===== src/rtl/sreg_rb_pkg.sv =====
package sreg_rb_pkg;
  localparam int FRAME_BITS = 24;
  localparam int VAL_W      = 14;
  localparam int ADDR_W     = 4;
  localparam int RW_BIT     = 22;
  localparam int ADDR_LSB   = 16;
  localparam int SEL_LSB    = 14;
  localparam int CNT_W      = $clog2(FRAME_BITS + 1);
  localparam logic [CNT_W-1:0] FULL_CNT = CNT_W'(FRAME_BITS);

  typedef enum logic [1:0] {
    SEL_NONE   = 2'b00,
    SEL_GAIN   = 2'b01,
    SEL_OFFSET = 2'b10,
    SEL_DATA   = 2'b11
  } regSel_e;

  // strobes from control to datapath, at most one per cycle
  typedef struct packed {
    logic frameStart;
    logic sampleBit;
    logic shiftOut;
    logic commit;
  } rbStrobe_t;
endpackage


===== src/rtl/sreg_rb_ctrl.sv =====
module sreg_rb_ctrl
  import sreg_rb_pkg::*;
(
  input  logic             clk,
  input  logic             rstN,
  input  logic             sclk,
  input  logic             syncN,
  output rbStrobe_t        st,
  output logic [CNT_W-1:0] bitCnt
);
  logic sclkQ, sclkQ2, syncQ, syncQ2;
  logic frameFall, frameRise, sclkFall, sclkRise;

  always_ff @(posedge clk) begin
    if (!rstN) begin
      sclkQ  <= 1'b1;
      sclkQ2 <= 1'b1;
      syncQ  <= 1'b1;
      syncQ2 <= 1'b1;
    end else begin
      sclkQ  <= sclk;
      sclkQ2 <= sclkQ;
      syncQ  <= syncN;
      syncQ2 <= syncQ;
    end
  end

  assign frameFall = syncQ2 && !syncQ;
  assign frameRise = !syncQ2 && syncQ;
  assign sclkFall  = sclkQ2 && !sclkQ && !syncQ;
  assign sclkRise  = !sclkQ2 && sclkQ && !syncQ;

  always_comb begin
    st            = '0;
    st.frameStart = frameFall;
    st.sampleBit  = sclkFall && !frameFall && (bitCnt < FULL_CNT);
    st.shiftOut   = sclkRise && !frameFall && (bitCnt != '0) && (bitCnt < FULL_CNT);
    st.commit     = frameRise && (bitCnt == FULL_CNT);
  end

  always_ff @(posedge clk) begin
    if (!rstN)            bitCnt <= '0;
    else if (frameFall)   bitCnt <= '0;
    else if (st.sampleBit) bitCnt <= bitCnt + 1'b1;
  end
endmodule


===== src/rtl/sreg_rb_dp.sv =====
module sreg_rb_dp
  import sreg_rb_pkg::*;
#(
  parameter int               CHANNELS   = 8,
  parameter logic [VAL_W-1:0] DATA_RST   = 14'h0000,
  parameter logic [VAL_W-1:0] OFFSET_RST = 14'h2000,
  parameter logic [VAL_W-1:0] GAIN_RST   = 14'h3FFF
) (
  input  logic      clk,
  input  logic      rstN,
  input  logic      din,
  input  rbStrobe_t st,
  output logic      sdo,
  output logic      readPending
);
  logic                  dinQ;
  logic [FRAME_BITS-1:0] rxWord, txWord, respWord;
  logic                  reqRead;
  logic [ADDR_W-1:0]     reqCh;
  regSel_e               reqSel;
  logic [VAL_W-1:0]      reqVal, readValue;
  logic [VAL_W-1:0]      dataR [CHANNELS];
  logic [VAL_W-1:0]      offR  [CHANNELS];
  logic [VAL_W-1:0]      gainR [CHANNELS];

  assign reqRead = rxWord[RW_BIT];
  assign reqCh   = rxWord[ADDR_LSB +: ADDR_W];
  assign reqSel  = regSel_e'(rxWord[SEL_LSB +: 2]);
  assign reqVal  = rxWord[VAL_W-1:0];

  for (genvar g = 0; g < CHANNELS; g++) begin : gChan
    logic chWrite;
    assign chWrite = st.commit && !reqRead && (reqCh == ADDR_W'(g));
    always_ff @(posedge clk) begin
      if (!rstN) begin
        dataR[g] <= DATA_RST;
        offR[g]  <= OFFSET_RST;
        gainR[g] <= GAIN_RST;
      end else if (chWrite) begin
        case (reqSel)
          SEL_DATA:   dataR[g] <= reqVal;
          SEL_OFFSET: offR[g]  <= reqVal;
          SEL_GAIN:   gainR[g] <= reqVal;
          default:    ;
        endcase
      end
    end
  end

  always_comb begin
    readValue = '0;
    for (int i = 0; i < CHANNELS; i++) begin
      if (reqCh == ADDR_W'(i)) begin
        case (reqSel)
          SEL_DATA:   readValue = dataR[i];
          SEL_OFFSET: readValue = offR[i];
          SEL_GAIN:   readValue = gainR[i];
          default:    readValue = '0;
        endcase
      end
    end
  end

  always_ff @(posedge clk) begin
    if (!rstN) begin
      dinQ        <= 1'b0;
      rxWord      <= '0;
      txWord      <= '0;
      respWord    <= '0;
      readPending <= 1'b0;
    end else begin
      dinQ <= din;
      if (st.sampleBit) rxWord <= {rxWord[FRAME_BITS-2:0], dinQ};
      if (st.commit) begin
        readPending <= reqRead;
        if (reqRead) respWord <= {rxWord[FRAME_BITS-1:VAL_W], readValue};
      end
      if (st.frameStart)    txWord <= readPending ? respWord : '0;
      else if (st.shiftOut) txWord <= {txWord[FRAME_BITS-2:0], 1'b0};
    end
  end

  assign sdo = txWord[FRAME_BITS-1];
endmodule


===== src/rtl/sreg_readback.sv =====
module sreg_readback
  import sreg_rb_pkg::*;
#(
  parameter int CHANNELS = 8
) (
  input  logic clk,
  input  logic rstN,
  input  logic sclk,
  input  logic syncN,
  input  logic din,
  output logic sdo
);
  rbStrobe_t        st;
  logic [CNT_W-1:0] bitCnt;
  logic             readPending;

  sreg_rb_ctrl u_ctrl (
    .clk(clk), .rstN(rstN), .sclk(sclk), .syncN(syncN),
    .st(st), .bitCnt(bitCnt)
  );

  sreg_rb_dp #(.CHANNELS(CHANNELS)) u_dp (
    .clk(clk), .rstN(rstN), .din(din), .st(st),
    .sdo(sdo), .readPending(readPending)
  );
endmodule


===== config.mk =====
export PLATFORM = sky130hd
export DESIGN_NAME = sreg_readback
export DESIGN_NICKNAME = d
export VERILOG_FILES = /design/src/rtl/sreg_rb_pkg.sv /design/src/rtl/sreg_rb_ctrl.sv /design/src/rtl/sreg_rb_dp.sv /design/src/rtl/sreg_readback.sv
export SDC_FILE = /design/constraint.sdc
export NUM_CORES = 1
export LEC_CHECK = 0
export CORE_MARGIN = 5
export CORE_UTILIZATION = 64
export DETAILED_ROUTE_END_ITERATION = 8
export MAX_ROUTING_LAYER = met4
export PLACE_DENSITY = 0.83
export RECOVER_POWER = 25
export SETUP_SLACK_MARGIN = 0.4
export SLEW_MARGIN = 20
export SYNTH_ARGS = -nofsm -noshare
export SYNTH_HDL_FRONTEND = slang
export SYNTH_HIERARCHICAL = 1
export SYNTH_SLANG_ARGS = --single-unit

===== constraint.sdc =====
create_clock -name clk -period 4.2 [get_ports clk]
set_clock_uncertainty 0.15 [all_clocks]
set_input_delay 0.42 -clock clk [delete_from_list [all_inputs] [get_ports clk]]
set_output_delay 0.42 -clock clk [all_outputs]
set_load 0.02 [all_outputs]

==> impl_metrics.yaml <==
route:
  num_vias: 12790
  firstDrtPassIters: 6
  antenna_left: 0
  avgViaCountPerCell: 6.605
  wl_mm: 47.22
  wl_per_cell_um: 24.39
  drc: 0
  drt_iter0_drc: 1776
logic_synthesis:
  ys_warn_count: 6
  synthTopCellsByCount: "336 x edfxtp_1, 219 x and2_1, 133 x or3_1"
  syn_inst: 1572
  ys.flop_type: "edfxtp_1"
  synth_cell_types: 47
  synthTopCellsByArea: "edfxtp_1 52%, dfxtp_1 8.6%, and2_1 7.1%"
  synth_edf_count: 336
  yosysTopAreaCell: "edfxtp_1"
  synth.cell_area_um2: 19240
  yosysSeqAreaShare_pct: 61.08
  mappedNetlistNets: 1579
  synth-async-reset-ratio_pct: 0
  synth_top_area_share_pct: 52.45
  yosysMostFrequentCell: "edfxtp_1"
  synth.avg_cell_area_um2: 12.24
  ys_ff_latch: 419
grt:
  grt.met1_usage_pct: 39.51
  antenna_found_initial: 0
  overflow: 0
  met3_usage_pct: 5.672
  grt_max_degree: 81
  grt_pass1_wl_mm: 73.14
  met2_usage_pct: 43.71
  grt_pass1_vias: 12410
  grt.busiest_layer: "met2"
  track_usage_pct: 28.98
floorplanning:
  ios: 6
  initial_utilization_pct: 64.91
  die_h_um: 183.4
  coreArea_um2: 29640
  dieArea_um2: 33630
  die_x_um: 183.4
  rows: 63
clock_tree:
  clk_path_buf_depth: 3
  cts_max_level: 2
  cts-buffers-inserted: 43
  ctsResizeCount: 0
  holdBufCountCts: 0
  cts.clk_slew.worst_paths_ps: 60
  cts_num_sinks: 419
  worstSkewPairLatency_ps: 540
  cts_tree: "built"
  post-cts-setup-buffer-count: 0
  cts-root-buf: "clkbuf_16"
final_layout:
  fill_cells: 2001
  drive_gt1_share_pct: 13.39
  area_growth_pct: 8.286
  final_area_um2: 20830
  insertedDiodeCount: 0
  final_nets: 1523
  regArea_um2: 11760
  multi_input_area_um2: 6778
sta:
  setup_violations: 0
  drv_slew: 60
  setup_tns_ps: 0
  worst_pin_slew_ps: 2405
  fin_crit_ps: 3666
  period_share_pct: 87.29
  hold_viol_final: 0
  fmax_ghz: 0.2728
  fin_ws_ps: 533.7
  hold_slack_ps: 293.9
  slew_headroom_pct: -60.36
  rsz0062_at_grt: "no"
pwr:
  power.total_mw: 8.369
  p_per_area_nw_per_um2: 401.7
  peakVddDrop_uv: 364.0
  power_leakage_nw: 6.321
placement:
  place_ws_ps: 735.3
  hpwl_mm: 28.79
  portBuffers: 5
  place_area_um2: 19560
  gp_congestion: 0.9950
critical_path:
  end_kind: "register"
  startpoint_type: "register"
  crit_arrival_ps: 3980
  rrSetupSlack_ps: 530
  worstPathRequired_ps: 4510
  crit_chain: "clkbuf_2 > nor2_1 > or3_1 > o22ai_1 > o221ai_1 > a21oi_1"
  cpPeakStageDelay_ps: 1030
  critical-path-slowest-cell: "dfxtp_2"
  critical_path_class: "register to register"
  worstPathMaxFanout: 51
run:
  max_cap_viol_count: 1
worst_hold_path:
  hp-class: "primary input to register"
run_status:
  violations: "max-capacitance violations, max-slew violations"
  status: "finished, violations left"
==> kinds of logic (layout without fill, tap and decap cells) <==
family	Yosys count	after routing	synth area share [%]
AO/OA/AOI/OAI	295	295	10.71
adder cells (fa/ha/maj)	2	2	0.1301
buffers and inverters	172	146	3.831
flip-flops	419	419	61.08
multiplexers	159	159	8.793
AND/OR/NAND/NOR	525	525	15.46
==> routing by layer <==
layer / up-vias / share of wire [%]
met5: - / 0
met4: 0 / 4.3
met3: 131 / 11
met2: 764 / 46
met1: 6179 / 38
li1: 5714 / -
==> metrics by stage <==
step           instances  utilization (%)
6_report            1936            70.29
5_1_grt             1936            70.29
4_1_cts             1936            70.38
3_5_place_dp        1861            65.99
3_3_place_gp        1861            65.99
2_1_floorplan       1572                -
==> worst max-delay path, delay by kind of cell (launching register included) <==
| family | cells | cell delay (ps) |
|---|---|---|
| AO/OA/AOI/OAI | 3 | 640 |
| buffers and inverters | 1 | 910 |
| AND/OR/NAND/NOR | 2 | 830 |
| flip-flops | 1 | 1030 |
==> worst paths after layout <==
kind | from | end | cells after the start
min reg2reg | u_dp/respWord[21] | u_dp/respWord[21] | 2
max reg2reg | u_dp/rxWord[14] | u_dp/respWord[2] | 6
min | syncN | u_ctrl/syncQ | 2
max | u_dp/rxWord[14] | u_dp/respWord[2] | 6
==> registers in the layout (all words and copies together), names as in the netlist <==
signal and count:
u_dp/dataR 112, u_dp/gainR 112, u_dp/offR 112, u_dp/respWord 24, u_dp/rxWord 24, u_dp/txWord 24, u_ctrl/bitCnt 5, u_ctrl/sclkQ 1
u_ctrl/sclkQ2 1, u_ctrl/syncQ 1, u_ctrl/syncQ2 1, u_dp/dinQ 1, u_dp/readPending 1
==> cell usage in the layout, fill, tap and decap left out, types with 12 or more instances in the layout <==
master and instances:
mux2_2 77, o22ai_1 13, buf_4 51, a31oi_1 26
and2_1 218, a21oi_1 72, o221ai_1 12, a2111oi_0 12
or3_1 133, a221oi_1 26, nor2_1 97, dfxtp_1 78
clkbuf_1 17, o21ai_1 18, a211oi_1 35, nand2_1 31
a22o_1 26, a22oi_1 28, edfxtp_1 336, clkbuf_16 43
nand2b_1 14, mux2i_1 79
==> power by group <==
| group | total [mW] | switching (mW) | internal, mW |
|---|---|---|---|
| combinational | 0.157 | 0.112 | 0.0443 |
| sequential | 4.64 | 0.0399 | 4.60 |
| clock | 3.57 | 1.53 | 2.04 |
==> area by class of cell <==
type                       instances  share of cell area (%)
clock buffer                      54                   5.459
clock inverter                    21                  0.7808
inverter                           5                 0.09009
multi-input combinational        981                   32.53
sequential                       419                   56.45
tap                              390                   2.342
timing repair buffer              66                   2.342
No activity file was read; power rests on OpenSTA's default activity.
